==> src/rtl/led_act_pkg.sv <==
package led_act_pkg;

  localparam int unsigned SRC_COUNT    = 8;
  localparam int unsigned STRETCH_BITS = 3;

  // event source bit positions
  localparam int unsigned SRC_COLLISION = 0;
  localparam int unsigned SRC_FULL_DPX  = 1;
  localparam int unsigned SRC_LINK_UP   = 2;
  localparam int unsigned SRC_RX        = 3;
  localparam int unsigned SRC_RX_MATCH  = 4;
  localparam int unsigned SRC_TX        = 5;
  localparam int unsigned SRC_WAKE_PKT  = 6;
  localparam int unsigned SRC_FAST_LINK = 7;

  typedef enum logic {
    PIN_OPEN_DRAIN = 1'b0,
    PIN_PUSH_PULL  = 1'b1
  } pin_mode_e;

endpackage

==> src/rtl/led_evt_sync.sv <==
module led_evt_sync #(
  parameter int unsigned WIDTH  = 8,
  parameter int unsigned STAGES = 2
) (
  input  logic             clk_i,
  input  logic             rst_ni,
  input  logic [WIDTH-1:0] async_i,
  output logic [WIDTH-1:0] sync_o
);

  logic [WIDTH-1:0] stg_q [STAGES];
  logic [WIDTH-1:0] stg_d [STAGES];

  for (genvar g = 0; g < STAGES; g++) begin : g_stage
    if (g == 0) begin : g_first
      assign stg_d[g] = async_i;
    end else begin : g_next
      assign stg_d[g] = stg_q[g-1];
    end

    always_ff @(posedge clk_i or negedge rst_ni) begin
      if (!rst_ni) begin
        stg_q[g] <= '0;
      end else begin
        stg_q[g] <= stg_d[g];
      end
    end
  end

  assign sync_o = stg_q[STAGES-1];

endmodule

==> src/rtl/led_slow_tick.sv <==
module led_slow_tick #(
  parameter int unsigned DIV = 5_000_000
) (
  input  logic clk_i,
  input  logic rst_ni,
  output logic tick_o
);

  localparam int unsigned CW = (DIV > 1) ? $clog2(DIV) : 1;
  localparam logic [CW-1:0] LAST = CW'(DIV - 1);

  logic [CW-1:0] cnt_q, cnt_d;
  logic          cnt_wrap;

  assign cnt_wrap = (cnt_q == LAST);

  always_comb begin
    if (cnt_wrap) begin
      cnt_d = '0;
    end else begin
      cnt_d = cnt_q + 1'b1;
    end
  end

  always_ff @(posedge clk_i or negedge rst_ni) begin
    if (!rst_ni) begin
      cnt_q <= '0;
    end else begin
      cnt_q <= cnt_d;
    end
  end

  assign tick_o = cnt_wrap;

endmodule

==> src/rtl/led_lane.sv <==
module led_lane
  import led_act_pkg::*;
#(
  parameter int unsigned NUM_SRC  = 8,
  parameter int unsigned STR_BITS = 3
) (
  input  logic               clk_i,
  input  logic               rst_ni,
  input  logic               tick_i,
  input  logic [NUM_SRC-1:0] evt_i,
  input  logic [NUM_SRC-1:0] en_i,
  input  logic               stretch_i,
  input  logic               pushpull_i,
  output logic               hit_o,
  output logic               led_o,
  output logic               oe_o
);

  logic [STR_BITS-1:0] hold_q, hold_d;
  logic                hold_en;
  logic                lit;
  pin_mode_e           mode;

  assign hit_o = |(evt_i & en_i);
  assign mode  = pin_mode_e'(pushpull_i);

  // activity load has priority over the slow shift
  always_comb begin
    hold_en = 1'b0;
    hold_d  = hold_q;
    if (hit_o) begin
      hold_en = 1'b1;
      hold_d  = '1;
    end else if (!stretch_i) begin
      hold_en = 1'b1;
      hold_d  = '0;
    end else if (tick_i) begin
      hold_en = 1'b1;
      hold_d  = {hold_q[STR_BITS-2:0], 1'b0};
    end
  end

  always_ff @(posedge clk_i or negedge rst_ni) begin
    if (!rst_ni) begin
      hold_q <= '0;
    end else if (hold_en) begin
      hold_q <= hold_d;
    end
  end

  assign lit = |hold_q;

  always_comb begin
    unique case (mode)
      PIN_PUSH_PULL: begin
        led_o = lit;
        oe_o  = 1'b1;
      end
      default: begin
        led_o = 1'b0;
        oe_o  = lit;
      end
    endcase
  end

endmodule

==> src/rtl/led_activity_drv.sv <==
module led_activity_drv
  import led_act_pkg::*;
#(
  parameter int unsigned NUM_LEDS     = 4,
  parameter int unsigned NUM_SRC      = SRC_COUNT,
  parameter int unsigned TICK_DIV     = 5_000_000,
  parameter int unsigned SYNC_STAGES  = 2,
  parameter int unsigned STRETCH_LEN  = STRETCH_BITS
) (
  input  logic                         clk_i,
  input  logic                         rst_ni,
  input  logic [NUM_SRC-1:0]           evt_i,
  input  logic [NUM_LEDS*NUM_SRC-1:0]  cfg_en_i,
  input  logic [NUM_LEDS-1:0]          cfg_stretch_i,
  input  logic [NUM_LEDS-1:0]          cfg_pushpull_i,
  output logic [NUM_LEDS-1:0]          led_o,
  output logic [NUM_LEDS-1:0]          led_oe_o
);

  logic [NUM_SRC-1:0]  evt_s;
  logic                slow_tick;
  logic [NUM_LEDS-1:0] lane_hit;

  led_evt_sync #(
    .WIDTH  (NUM_SRC),
    .STAGES (SYNC_STAGES)
  ) u_sync (
    .clk_i   (clk_i),
    .rst_ni  (rst_ni),
    .async_i (evt_i),
    .sync_o  (evt_s)
  );

  led_slow_tick #(
    .DIV (TICK_DIV)
  ) u_tick (
    .clk_i  (clk_i),
    .rst_ni (rst_ni),
    .tick_o (slow_tick)
  );

  for (genvar l = 0; l < NUM_LEDS; l++) begin : g_lane
    led_lane #(
      .NUM_SRC  (NUM_SRC),
      .STR_BITS (STRETCH_LEN)
    ) u_lane (
      .clk_i      (clk_i),
      .rst_ni     (rst_ni),
      .tick_i     (slow_tick),
      .evt_i      (evt_s),
      .en_i       (cfg_en_i[l*NUM_SRC +: NUM_SRC]),
      .stretch_i  (cfg_stretch_i[l]),
      .pushpull_i (cfg_pushpull_i[l]),
      .hit_o      (lane_hit[l]),
      .led_o      (led_o[l]),
      .oe_o       (led_oe_o[l])
    );
  end

endmodule

==> config.mk <==
export PLATFORM = sky130hd
export DESIGN_NAME = led_activity_drv
export DESIGN_NICKNAME = d
export VERILOG_FILES = /design/src/rtl/led_act_pkg.sv /design/src/rtl/led_evt_sync.sv /design/src/rtl/led_slow_tick.sv /design/src/rtl/led_lane.sv /design/src/rtl/led_activity_drv.sv
export SDC_FILE = /design/constraint.sdc
export NUM_CORES = 1
export LEC_CHECK = 0
export BUFFER_PORTS_ARGS = -buffer_cell sky130_fd_sc_hd__buf_2
export CAP_MARGIN = 30
export CORE_UTILIZATION = 35
export DETAILED_ROUTE_END_ITERATION = 8
export GPL_TIMING_DRIVEN = 0
export SKIP_CTS_REPAIR_TIMING = 1
export SYNTH_ARGS = -nofsm -noshare
export SYNTH_HDL_FRONTEND = slang
export SYNTH_SLANG_ARGS = --single-unit
==> constraint.sdc <==
create_clock -name clk_i -period 3.7 [get_ports clk_i]
set_input_delay 0.925 -clock clk_i [delete_from_list [all_inputs] [get_ports clk_i]]
set_output_delay 0.925 -clock clk_i [all_outputs]
set_load 0.01 [all_outputs]
**Word level (Yosys, flattened, before mapping)**

Cells that the tools add are included.

- Output and inout port bits: 8
- Logic and storage cells: 59
- Register bits: 51
- Input bits: 50

- Multiplexer cells: 30
- Equality and inequality tests: 5
- Reduce and logical (&&, ||, !) cells: 12
- Bitwise gates (word level): 4
- Add/sub/neg operators: 1

Operators with widths:

| cell | count |
|---|---|
| 2-to-1 mux 3 bit | 12 |
| AND 8 bit | 4 |
| OR reduction 8 bit | 4 |
| adder 23 x 1 -> 23 bit, second input constant | 1 |
| equality test 23 bit, second input constant | 1 |
| 2-to-1 mux 23 bit | 1 |
| 2-to-1 mux 1 bit | 17 |
| inequality test 3 x 1 -> 1 bit, second input constant | 4 |
| OR reduction 3 bit | 4 |
| AND reduction 2 bit | 4 |

**Logic depth before layout (Yosys ltp)**

- Depth in word-level cells: 5
- Mapped depth: 6
- Mapped depth without buffers: 5

**Hierarchy**

A second synthesis with hierarchy kept.

- Cell total of the unflattened synthesis: 187
- Area total of the unflattened synthesis: 2316.0 um^2

By module, submodules not included:

| module | times used | cells an instance | area an instance (um^2) |
|---|---|---|---|
| led_slow_tick | 1 | 107 | 1159.9 |
| led_lane | 4 | 16 | 188.9 |
| led_evt_sync | 1 | 16 | 400.4 |

**Worst setup path after synthesis**

No wires, ideal clock.

- Path type: input to output
- Start: in cfg_pushpull_i[0]
- End: out led_oe_o[0]
- Slack: 1315 ps
- Path buffers: 1
- Data arrival time: 1460 ps
- Stages on the path: 2
- Required time: 2775 ps
- Path through: or4_1 > buf_4

- Cells in the longest elaborated chain, start to end: 1

Ends and longest elaborated chain:

| item | line | RTL |
|---|---|---|
| from (decl) | led_activity_drv.sv:15 | `input logic [NUM_LEDS-1:0] cfg_pushpull_i,` |
| 2-to-1 mux 1 bit | led_lane.sv:54 | `unique case (mode)` |
| to (decl) | led_activity_drv.sv:17 | `output logic [NUM_LEDS-1:0] led_oe_o` |

No other way between the ends.

**Worst setup path after layout**

- Start: in cfg_pushpull_i[2]
- End: out led_oe_o[2]

Same word-level chain as after synthesis.

==> out/summary.txt <==
status = finished, violations left
failing checks = DRC
Worst EP required = 2.77 ns
WL/cell = 14.0 um
Non-Filler Instances = 352
setup TNS = 0 ns
Antenna Violating Nets Remaining = 0
CP Max Fanout = 2
layout cells sized above 1 = 32.4%
number of synthesized register bits = 51
# IOs = 58
CP endpoint kind = primary output
fin util = 44.6%
Max Buffers Root-to-Sink = 2
arrival time of the worst setup path = 1.72 ns
Post-Syn Area = 0.00236 mm2
placed insts = 344
global-route usage over all layers = 15.4%
commonest cells after routing, fill and taps aside = 60 x buf_2, 51 x dfrtp_1, 16 x a22oi_1, 14 x nand2_1, 12 x o211ai_1
skew final = 0.0112 ns
synth unique cells = 37
DIE HEIGHT = 84.1 um
Slew headroom = 63.0%
critical path class = input pin to primary output
Synth Area per Inst = 11.3 um2
Yosys top cell area share = 54.1%
Starting Density = 36.7%
Syn-to-layout area delta = 21.4%
dpl cell area = 0.00276 mm2
PortBufs = 57
CTS tree = yes
Design Area, Final = 0.00286 mm2
clk root buf = clkbuf_8
# DRC = 2
Slew Limit Fails = 0
Final Setup Violations = 0
clock sinks = 51
Layout Nets = 325
CTS Buf Count = 5
critical-path cell list = buf_2 -> or4_1 -> buf_4 -> buf_2
most area-consuming cells after synthesis = dfrtp_1 54%, a22oi_1 5.1%, o211ai_1 3.8%, xnor2_1 3.7%, xor2_1 2.6%
DR vias = 1,812
final period utilization = 71.4%
die span in x = 84.1 um
clock-pin slew on the worst setup and hold paths = 0.10 ns
Hold Path Class = register to register
commonest non-fill, non-tap cell in the layout = buf_2
Placer Congestion = 0.806
fmax = 0.379 GHz
Post-Syn Instances = 209
Power Density = 350 mW/mm2
sequential share of the synthesized area = 54.1%
n_diodes = 0
remaining global-route overflow = 0
most area-hungry cell type in the Yosys netlist = dfrtp_1
initial drt markers = 74
Setup crit start kind = input pin
RSZ-0062 raised after global routing = no
area of the core = 0.00642 mm2
largest net degree at the start of global routing = 34
VDD IR-drop max = 0.000173 V
initial antenna violation count = 0
Worst Max-Slew Pin Slew = 0.549 ns
Synth Warn # = 0
Final Hold Vio Count = 0
Syn Nets = 260
Detailed Routing Iterations Pass 1 = 6
Max H-tree Level = 2
WL final = 4910 um
max-cap viol count = 0
Cell Rows = 29
DIE AREA = 0.00707 mm2
Lkg Pwr = 1.19 nW
clk_lat worst skew = 0.31 ns
CP dominant cell by count = buf_2
vias in the first global route = 1,894
minimum clock period = 2.64 ns
first-pass GRT wire length = 8620 um
Critical Path Max Stage Delay = 0.41 ns
Critical-path top delay cell = or4_1
via/cell ratio = 5.15
Post-DP HPWL = 3780 um
-- logic make-up (layout without fill, tap and decap cells) --
kind of cell	after synthesis	count (layout)	synth area share, %
AOI/OAI and AO/OA	48	48	14.9
and+or+nand+nor	72	72	19.5
DFF	51	51	54.1
xor gates and xnor gates	17	17	6.32
adders and majority gates	1	1	0.531
buffers and inverters	20	86	4.62
-- report_power, final --
part | total, mW | internal (mW) | switching [mW] | leakage (nW)
logic | 0.0722 | 0.0387 | 0.0335 | 0.538
registers | 0.580 | 0.570 | 0.00965 | 0.602
clock network | 0.349 | 0.144 | 0.206 | 0.0519
-- metrics by stage --
step,power [mW],hold slack [ns],setup WS [ns]
floorplan,0.615,0.331,1.31
global placement,0.661,0.332,1.07
detailed placement,0.665,0.335,1.06
CTS,1.02,0.360,1.06
global route,1.05,0.373,1.05
finish,1.00,0.357,1.06
-- area by class of cell --
| type | instances | area [um2] |
|---|---|---|
| buffer | 14 | 86.3 |
| clock buffer | 5 | 68.8 |
| clock inverter | 3 | 33.8 |
| fill | 612 | 3560 |
| inverter | 6 | 22.5 |
| multi-input combinational | 138 | 972 |
| sequential | 51 | 1280 |
| tap | 77 | 96.3 |
| timing repair buffer | 58 | 305 |
-- critical path: cells and delay by family --
kind / cells / cell delay [ns]
and+or+nand+nor: 1 / 0.41
buffers and inverters: 3 / 0.38
-- synthesized netlist by cell type (all sizes together) --
library cell / n
buf: 11
nand3: 11
clkbuf: 3
nor4b: 2
nor3: 5
xnor2: 10
o31ai: 1
xor2: 7
or2: 1
o21ai: 5
dfrtp: 51
a22oi: 16
nand4: 7
o22ai: 3
o211ai: 12
and4: 5
nand2: 14
nor2: 10
ha: 1
a21oi: 1
inv: 6
and3: 3
or4: 7
o31a: 4
o21bai: 6
nor4: 5
and2: 2
-- final timing paths --
check,start,cells after the start,end,slack (ns)
hold / removal,u_sync.stg_d[0]$_DFF_PN0_,0,u_sync.sync_o[0]$_DFF_PN0_,0.36
hold reg to reg,u_sync.stg_d[0]$_DFF_PN0_,0,u_sync.sync_o[0]$_DFF_PN0_,0.36
min in group asynchronous,rst_ni,1,u_tick.cnt_q[14]$_DFF_PN0_,0.54
setup / recovery,cfg_pushpull_i[2],4,led_oe_o[2],1.06
max in group asynchronous,rst_ni,2,u_tick.cnt_q[4]$_DFF_PN0_,2.63
setup reg to reg,u_tick.cnt_q[0]$_DFF_PN0_,6,u_tick.cnt_q[20]$_DFF_PN0_,1.79
-- per-layer routing --
layer  global-route usage, %  wire, um  vias up
li1                        -         -      901
met1                    19.4      2260      871
met2                    26.2      2430       33
met3                    3.07       143        7
met4                    5.17        76        0
met5                       0         0        -
-- registers in the layout, indices dropped and copies added, names as in the netlist --
| signal | cells |
|---|---|
| u_tick.cnt_q | 23 |
| u_sync.stg_d | 8 |
| g_lane.u_lane.hold_q | 12 |
| u_sync.sync_o | 8 |
Note: power is estimated with default switching activity, not from simulation.
